## config.mk

```make
export PLATFORM = sky130hd
export DESIGN_NAME = post_code_buffer
export DESIGN_NICKNAME = d
export VERILOG_FILES = /design/src/rtl/post_buf_pkg.sv /design/src/rtl/post_cap_ctrl.sv /design/src/rtl/post_rd_ptr.sv /design/src/rtl/post_store.sv /design/src/rtl/post_code_buffer.sv
export SDC_FILE = /design/constraint.sdc
export NUM_CORES = 1
export LEC_CHECK = 0
export CORE_MARGIN = 5
export CORE_UTILIZATION = 50
export DETAILED_ROUTE_END_ITERATION = 10
export PLACE_DENSITY = 0.63
export REMOVE_ABC_BUFFERS = 1
export SYNTH_ARGS = -nofsm -noshare
export SYNTH_HDL_FRONTEND = slang
export SYNTH_SLANG_ARGS = --single-unit
```

## constraint.sdc

```tcl
create_clock -name clk -period 6.5 [get_ports clk]
set_clock_uncertainty 0.05 [all_clocks]
set_input_delay 1.3 -clock clk [delete_from_list [all_inputs] [get_ports clk]]
set_output_delay 1.3 -clock clk [all_outputs]
set_load 0.03 [all_outputs]
```

## src/rtl/post_buf_pkg.sv

```systemverilog
package post_buf_pkg;

  // True when a pointer value addresses a real slot.
  function automatic bit in_window(int unsigned ptr, int unsigned depth);
    return ptr < depth;
  endfunction

  // Next pointer value: advance by one inside the window, hold outside it.
  function automatic int unsigned step_sat(int unsigned ptr, int unsigned limit);
    return (ptr < limit) ? ptr + 1 : ptr;
  endfunction

endpackage

```

## src/rtl/post_cap_ctrl.sv

```systemverilog
module post_cap_ctrl #(
  parameter int DEPTH = 32,
  localparam int IDX_W = $clog2(DEPTH),
  localparam int WP_W  = IDX_W + 1
) (
  input  logic             clk,
  input  logic             rst_n,
  input  logic             cap_wr,
  output logic             mem_we,
  output logic [IDX_W-1:0] mem_waddr,
  output logic             ovf_pulse
);
  import post_buf_pkg::*;

  localparam logic [WP_W-1:0] FULL = WP_W'(DEPTH);

  logic [WP_W-1:0] wp_q;
  logic            ovf_q;
  logic            ovf_seen_q;
  logic            cap_accept;
  logic            cap_discard;

  assign cap_accept  = cap_wr &&  in_window(32'(wp_q), DEPTH);
  assign cap_discard = cap_wr && !in_window(32'(wp_q), DEPTH);

  always_ff @(posedge clk) begin
    if (!rst_n) begin
      wp_q       <= '0;
      ovf_q      <= 1'b0;
      ovf_seen_q <= 1'b0;
    end else begin
      if (cap_wr) wp_q <= WP_W'(step_sat(32'(wp_q), DEPTH));
      ovf_q      <= cap_discard && !ovf_seen_q;
      ovf_seen_q <= ovf_seen_q || cap_discard;
    end
  end

  assign mem_we    = cap_accept;
  assign mem_waddr = wp_q[IDX_W-1:0];
  assign ovf_pulse = ovf_q;

  AST_WP_BOUND: assert property (@(posedge clk) disable iff (!rst_n)
    wp_q <= FULL);
  AST_WP_ADVANCE: assert property (@(posedge clk) disable iff (!rst_n)
    cap_accept |=> wp_q == $past(wp_q) + 1'b1);
  AST_WP_SATURATE: assert property (@(posedge clk) disable iff (!rst_n)
    cap_discard |=> $stable(wp_q));
  AST_OVF_SINGLE: assert property (@(posedge clk) disable iff (!rst_n)
    ovf_q |=> !ovf_q);
  AST_OVF_CAUSE: assert property (@(posedge clk) disable iff (!rst_n)
    ovf_q |-> wp_q == FULL);
  AST_WP_IDLE: assert property (@(posedge clk) disable iff (!rst_n)
    !cap_wr |=> $stable(wp_q));

endmodule

```

## src/rtl/post_rd_ptr.sv

```systemverilog
module post_rd_ptr #(
  parameter int DEPTH  = 32,
  parameter int ADDR_W = 8
) (
  input  logic              clk,
  input  logic              rst_n,
  input  logic              load,
  input  logic [ADDR_W-1:0] load_val,
  input  logic              step,
  output logic [ADDR_W-1:0] rp,
  output logic              rp_in_win
);
  import post_buf_pkg::*;

  logic [ADDR_W-1:0] rp_q;
  logic              rd_advance;
  logic              rd_parked;

  assign rp_in_win  = in_window(32'(rp_q), DEPTH);
  assign rd_advance = step && !load &&  rp_in_win;
  assign rd_parked  = step && !load && !rp_in_win;

  always_ff @(posedge clk) begin
    if (!rst_n)          rp_q <= '0;
    else if (load)       rp_q <= load_val;
    else if (rd_advance) rp_q <= ADDR_W'(step_sat(32'(rp_q), DEPTH));
  end

  assign rp = rp_q;

  AST_RP_LOAD: assert property (@(posedge clk) disable iff (!rst_n)
    load |=> rp_q == $past(load_val));
  AST_RP_STEP: assert property (@(posedge clk) disable iff (!rst_n)
    rd_advance |=> rp_q == $past(rp_q) + 1'b1);
  AST_RP_PARK: assert property (@(posedge clk) disable iff (!rst_n)
    rd_parked |=> $stable(rp_q));
  AST_RP_IDLE: assert property (@(posedge clk) disable iff (!rst_n)
    (!load && !step) |=> $stable(rp_q));

endmodule

```

## src/rtl/post_store.sv

```systemverilog
module post_store #(
  parameter int DEPTH  = 32,
  parameter int DATA_W = 8,
  parameter int ADDR_W = 8,
  localparam int IDX_W = $clog2(DEPTH)
) (
  input  logic              clk,
  input  logic              rst_n,
  input  logic              we,
  input  logic [IDX_W-1:0]  waddr,
  input  logic [DATA_W-1:0] wdata,
  input  logic [ADDR_W-1:0] raddr,
  output logic [DATA_W-1:0] rdata
);
  import post_buf_pkg::*;

  logic [DATA_W-1:0] slot_q [DEPTH];

  always_ff @(posedge clk) begin
    if (!rst_n) begin
      for (int i = 0; i < DEPTH; i++) slot_q[i] <= '0;
    end else if (we) begin
      slot_q[waddr] <= wdata;
    end
  end

  always_comb begin
    if (in_window(32'(raddr), DEPTH)) rdata = slot_q[raddr[IDX_W-1:0]];
    else                              rdata = '0;
  end

  AST_STORE_WRITE: assert property (@(posedge clk) disable iff (!rst_n)
    we |=> slot_q[$past(waddr)] == $past(wdata));

endmodule

```

## src/rtl/post_code_buffer.sv

```systemverilog
module post_code_buffer #(
  parameter int DEPTH  = 32,
  parameter int DATA_W = 8,
  parameter int ADDR_W = 8
) (
  input  logic              clk,
  input  logic              rst_n,
  input  logic              cap_wr,
  input  logic [DATA_W-1:0] cap_data,
  input  logic              idx_addr_wr,
  input  logic [ADDR_W-1:0] idx_addr,
  input  logic              idx_data_rd,
  output logic [DATA_W-1:0] idx_rdata,
  output logic              ovf_irq
);
  localparam int IDX_W = $clog2(DEPTH);

  logic             mem_we;
  logic [IDX_W-1:0] mem_waddr;
  logic [ADDR_W-1:0] rp;
  logic             rp_in_win;

  post_cap_ctrl #(.DEPTH(DEPTH)) u_cap (
    .clk       (clk),
    .rst_n     (rst_n),
    .cap_wr    (cap_wr),
    .mem_we    (mem_we),
    .mem_waddr (mem_waddr),
    .ovf_pulse (ovf_irq)
  );

  post_rd_ptr #(.DEPTH(DEPTH), .ADDR_W(ADDR_W)) u_rdp (
    .clk       (clk),
    .rst_n     (rst_n),
    .load      (idx_addr_wr),
    .load_val  (idx_addr),
    .step      (idx_data_rd),
    .rp        (rp),
    .rp_in_win (rp_in_win)
  );

  post_store #(.DEPTH(DEPTH), .DATA_W(DATA_W), .ADDR_W(ADDR_W)) u_mem (
    .clk   (clk),
    .rst_n (rst_n),
    .we    (mem_we),
    .waddr (mem_waddr),
    .wdata (cap_data),
    .raddr (rp),
    .rdata (idx_rdata)
  );

  AST_READ_OUTSIDE: assert property (@(posedge clk) disable iff (!rst_n)
    !rp_in_win |-> idx_rdata == '0);

endmodule

```

==> out/metrics.cfg, run 1 <==
[routing]
dr.pass1.iters=8
postRouteAntennaNets=0
routedWlPerCell_um=23.3
via_count=7315
drt_iter0_markers=630
routed_via_density=5.86
drc=0
routed_wl_um=29100

[cts]
hold_buffers=0
cts_made_buffers=29
cts_tree=built
clock_path_buffers=3
cts-resized-gates=0
clk_pin_slew_ns=0.06
cts_root_buf=clkbuf_16
cts_setup_buffers=0
clkLatencyLatePin_ns=0.54
htreeDepth=1
cts_sinks=277

[power_and_ir_drop]
p_per_area_nw_per_um2=284
ir_drop_uv=170
pwr-share-seq=0.500
p_sw_uw=901
swShare=0.219
power_frac_clock=0.419
p_comb_frac=0.081
intPower_mw=3.21
p_leak_nw=5.30

[timing]
relSlewSlack=0.206
hold_ws_ns=0.368
setup_ws_ns=1.39
fmax_mhz=196
rsz0062_at_grt=no
finalHoldViolations=0
min_period_ns=5.11
finalSetupViolations=0
slew_viol_final=0
fin_setup_tns_ns=0
min_period_over_period=0.786
worstMarginPinSlew_ns=1.18

[grt]
grt_max_degree=34
globalRouteOverflowTotal=0
track_usage=0.202
antenna_found_initial=0
grt_pass1_vias=7437
grt_pass1_wl_um=44100

[synthesis]
ys.flop_type=edfxtp_1
postSynthAreaPerCell_um2=14.7
synth_edf_count=256
yosysSeqAreaShare=0.628
yosysWarningCount=0
synth.distinct_cells=41
synth-async-reset-ratio=0
syn_inst=878
ys_ff_latch=277
syn_area_um2=12900

[worst_setup_path]
r2r-start=u_cap.wp_q[5]
path_class=flop to output pin
critical_path.endpoint_type=output pin
worstPathArrival_ns=3.76
cp_max_fo=33
cp-start-kind=flop
cp.required_ns=5.15

[worst_hold_path]
hp-start=u_cap.ovf_seen_q
hp-class=flop to flop

[die]
start_util=0.509
core_region_area_um2=25300
die_width_um=171
dieHeight_um=171
die_area_um2=29100
ios=30
rows=58

[cells_and_area]
multi_input_area_um2=4420
post-route-util=0.570
layout-drive-gt1-share=0.107
ff_latch_area_um2=8110
fin_nets=921
antenna_cells=0
area_growth_pct=11.9
n_fill_cell=1930

[run_status]
status=complete, no violations

[place]
place_ws_ns=1.71
numPortBuffers=29
routabilityCongestion=0.854
hpwlAfterDp_um=19500

[job]
cap_violations=0

[stage by stage]
| step | power (mW) | area [µm²] | cells |
|---|---|---|---|
| CTS | 4.14 | 14400 | 1247 |
| global route | 4.24 | 14400 | 1248 |
| floorplan | 2.27 | 12500 | 814 |
| global placement | 2.41 | 13400 | 1193 |
| detailed placement | 2.42 | 13400 | 1193 |
| finish | 4.11 | 14400 | 1248 |
[worst max-delay path: stages (launching register included)]
cell	delay (ns)
dfxtp_2	1.05
buf_4	0.43
mux4_2	0.53
mux2i_1	0.26
a221o_1	0.23
a31oi_1	0.07
clkdlybuf4s50_1	0.64
[state kept, by name, indices dropped and copies added (netlist names), named ones only]
register and cells:
u_cap.ovf_pulse 1, u_mem.slot_q 256, u_rdp.rp 8, u_cap.ovf_seen_q 1, u_cap.wp_q 6
[cells in the mapped netlist (all sizes together) (6+ instances only)]
library cell / instances / area, µm²
o21ai: 40 / 200
a22oi: 8 / 60.1
nand2: 11 / 41.3
buf: 25 / 209
nor2: 52 / 195
dfxtp: 21 / 420
a221o: 8 / 80.1
mux2i: 36 / 360
a221oi: 6 / 52.6
mux4: 56 / 1380
clkbuf: 39 / 146
edfxtp: 256 / 7690
and2: 257 / 1610
a31oi: 8 / 50.1
[kinds of logic after synthesis]
kind of cell,share of synthesized area
AOI/OAI and AO/OA,0.0417
xor gates and xnor gates,0.00543
adders and majority gates,0.00485
buffers and inverters,0.0290
DFF,0.628
muxes,0.136
and+or+nand+nor,0.155
[power by group through the flow]
stage / Combinational, mW / Sequential, mW / Clock, mW
finish: 0.331 / 2.05 / 1.72
CTS: 0.326 / 2.06 / 1.75
floorplan: 0.186 / 2.08 / 0
detailed placement: 0.325 / 2.10 / 0
global placement: 0.318 / 2.09 / 0
global route: 0.352 / 2.06 / 1.83
[final cells by class]
cell class              instances  share of cell area
clock buffers                  34              0.0516
clock inverters                20              0.0180
inverters                       5             0.00130
multi-input cells             532               0.306
flip-flops and latches        277               0.562
well taps                     330              0.0286
repair buffers                 50              0.0324
[per-layer routing]
metal	GRT usage	share of wire
met4	0.0615	0.031
met1	0.267	0.40
met3	0.0317	0.066
met5	0	0
met2	0.347	0.50
[layout by cell type, fill, tap and decap left out, types with 3 or more instances in the layout]
master           netlist  final
edfxtp_1             256    256
clkbuf_16              0     29
clkinv_2               0      4
clkinv_1               0      5
nand2_1               11     11
mux4_1                31     31
o21ai_0               40     40
dfxtp_1               21     19
nand4_1                4      4
xor2_1                 5      5
mux2i_1               36     36
a21oi_1                4      4
buf_4                  4     20
xnor2_1                3      3
a221oi_1               6      6
a221o_1                8      8
a22oi_1                8      8
clkdlybuf4s50_1        0     29
nand3_1                5      5
mux4_2                25     25
clkbuf_1              39      5
and2_1               257    257
a31oi_1                8      8
nor2b_1                3      3
inv_1                  4      4
nor2_1                52     52
ha_1                   5      5
o211a_1                5      5
bufinv_16              0      6
[final timing paths]
| path | to | slack (ns) | cells past startpoint |
|---|---|---|---|
| worst max-delay path | idx_rdata[1] | 1.39 | 6 |
| worst min-delay path | u_cap.ovf_pulse | 0.37 | 1 |
| worst max register to register | u_mem.slot_q[20][2] | 3.30 | 3 |
| worst min register to register | u_cap.ovf_pulse | 0.37 | 1 |
(Power assumes the default switching activity.)
==> inputs of run 2 (changes only) <==
==> constraint.sdc (replaced) <==
create_clock -name clk -period 4.9 [get_ports clk]
set_clock_uncertainty 0.05 [all_clocks]
set_input_delay 0.98 -clock clk [delete_from_list [all_inputs] [get_ports clk]]
set_output_delay 0.98 -clock clk [all_outputs]
set_load 0.03 [all_outputs]
==> run 2 against run 1 <==
  * Clock power up 23%
  * Total power increased by 29%
  * First-iteration DRC count grew 9.8%
  * Combinational power grew 43%
  * Largest cell class unchanged
==> out/metrics.cfg, run 2 (same netlist as run 1, synthesis figures left out) <==
[run_status]
status=complete, no violations  ; unchanged

[power_and_ir_drop]
p_sw_mw=1.19  ; was 901 µW
swShare=0.224  ; was 0.219
intPower_mw=4.11  ; was 3.21 mW
power_frac_clock=0.400  ; was 0.419
p_leak_nw=5.41  ; was 5.30 nW
ir_drop_uv=246  ; was 170 µV
pwr-share-seq=0.511  ; was 0.500
p_comb_frac=0.089  ; was 0.081
p_per_area_nw_per_um2=364  ; was 284 nW/µm²

[timing]
min_period_over_period=0.872
hold_ws_ns=0.365  ; was 0.368 ns
finalSetupViolations=0  ; unchanged
relSlewSlack=0.481  ; was 0.206
worstMarginPinSlew_ns=0.775  ; was 1.18 ns
rsz0062_at_grt=no  ; unchanged
min_period_ns=4.27
fmax_mhz=234
slew_viol_final=0  ; unchanged
finalHoldViolations=0  ; unchanged
fin_setup_tns_ns=0  ; unchanged

[die]
rows=58  ; unchanged
dieHeight_um=171  ; unchanged
die_width_um=171  ; unchanged
core_region_area_um2=25300  ; unchanged
ios=30  ; unchanged
start_util=0.509  ; unchanged
die_area_um2=29100  ; unchanged

[grt]
grt_pass1_wl_um=45800  ; was 44100 µm
track_usage=0.209  ; was 0.202
grt_max_degree=44  ; was 34
globalRouteOverflowTotal=0  ; unchanged
grt_pass1_vias=7499  ; was 7437
antenna_found_initial=0  ; unchanged

[cells_and_area]
largest-register=u_mem.slot_q  ; unchanged
largest_register_ffs=256  ; unchanged
n_fill_cell=1954  ; was 1930
layout-drive-gt1-share=0.132  ; was 0.107
fin_nets=951  ; was 921
area_growth_pct=13.0  ; was 11.9%
antenna_cells=0  ; unchanged
mostFrequentLayoutCells=and2_1, edfxtp_1, nor2_1, buf_4, o21ai_0  ; was and2_1, edfxtp_1, nor2_1, o21ai_0, mux2i_1
final_cells=1278  ; was 1248
final_common_cell=and2_1  ; unchanged

[cts]
cts-resized-gates=0  ; unchanged
cts_tree=built  ; unchanged
cts_made_buffers=29  ; unchanged
clk_pin_slew_ns=0.06  ; about the same
htreeDepth=1  ; unchanged
clock_path_buffers=3  ; unchanged
cts_sinks=277  ; unchanged
clkLatencyLatePin_ns=0.55  ; was 0.54 ns
cts_root_buf=clkbuf_16  ; unchanged
hold_buffers=0  ; unchanged
cts_setup_buffers=0  ; unchanged

[place]
numPortBuffers=29  ; unchanged
routabilityCongestion=0.809  ; was 0.854
hpwlAfterDp_um=19500  ; about the same
dp_cells=1224  ; was 1193

[routing]
drt_iter0_markers=692  ; was 630
routed_wl_um=30000  ; was 29100 µm
postRouteAntennaNets=0  ; unchanged
routed_via_density=5.79  ; was 5.86
drc=0  ; unchanged
dr.pass1.iters=5  ; was 8
via_count=7398  ; was 7315
routedWlPerCell_um=23.5  ; was 23.3 µm

[worst_setup_path]
path_class=flop to output pin  ; unchanged
cp_max_fo=26  ; was 33
critical_path.endpoint_type=output pin  ; unchanged
worstPathArrival_ns=3.24  ; was 3.76 ns
cp.required_ns=3.87  ; was 5.15 ns
cp-start-kind=flop  ; unchanged

[worst_hold_path]
hp-class=flop to flop  ; unchanged

[job]
cap_violations=0  ; unchanged

[run 2: final timing paths]
check	start	to	slack [ns]	depth (start not counted)
setup / recovery	flop	idx_rdata[2]	0.63	5
hold / removal	u_cap.ovf_seen_q	u_cap.ovf_pulse	0.36	1
setup reg to reg	u_cap.wp_q[5]	u_mem.slot_q[25][1]	2.58	5
hold reg to reg	u_cap.ovf_seen_q	u_cap.ovf_pulse	0.36	1
[run 2: critical path: stages (launching register included)]
cell,delay [ns]
dfxtp_2,0.78
buf_4,0.47
mux4_1,0.35
a22oi_1,0.30
a31oi_1,0.15
clkdlybuf4s50_1,0.62
[run 2: layer usage]
metal,vias to the layer above,wire [µm],track usage
met1,3712,12400,0.288
met2,278,14900,0.351
met4,0,737,0.0569
met5,-,0,0
met3,51,1890,0.0307
li1,3357,-,-
[run 2: per-stage QoR]
stage | instance area (µm²) | utilization | power, mW | setup WS (ns)
CTS | 14600 | 0.576 | 5.34 | 0.559
detailed placement | 13700 | 0.539 | 3.24 | 1.15
global route | 14600 | 0.576 | 5.48 | 0.396
finish | 14600 | 0.576 | 5.30 | 0.626
floorplan | 12500 | - | 3.01 | 0.510
global placement | 13700 | 0.539 | 3.22 | 1.18
[run 2: area by class of cell]
type | instances | area, µm² | share of cell area
Tap cell | 330 | 413 | 0.0283
Sequential cell | 277 | 8110 | 0.556
Clock buffer | 41 | 811 | 0.0556
Inverter | 5 | 18.8 | 0.00129
Clock inverter | 13 | 113 | 0.00772
Multi-Input combinational cell | 532 | 4420 | 0.303
Timing Repair Buffer | 80 | 698 | 0.0479
[run 2: power by group through the flow]
stage / clock, mW / combinational (mW) / sequential [mW]
floorplan: 0 / 0.246 / 2.76
global placement: 0 / 0.468 / 2.75
detailed placement: 0 / 0.478 / 2.76
CTS: 2.15 / 0.479 / 2.71
global route: 2.26 / 0.505 / 2.72
finish: 2.12 / 0.474 / 2.71
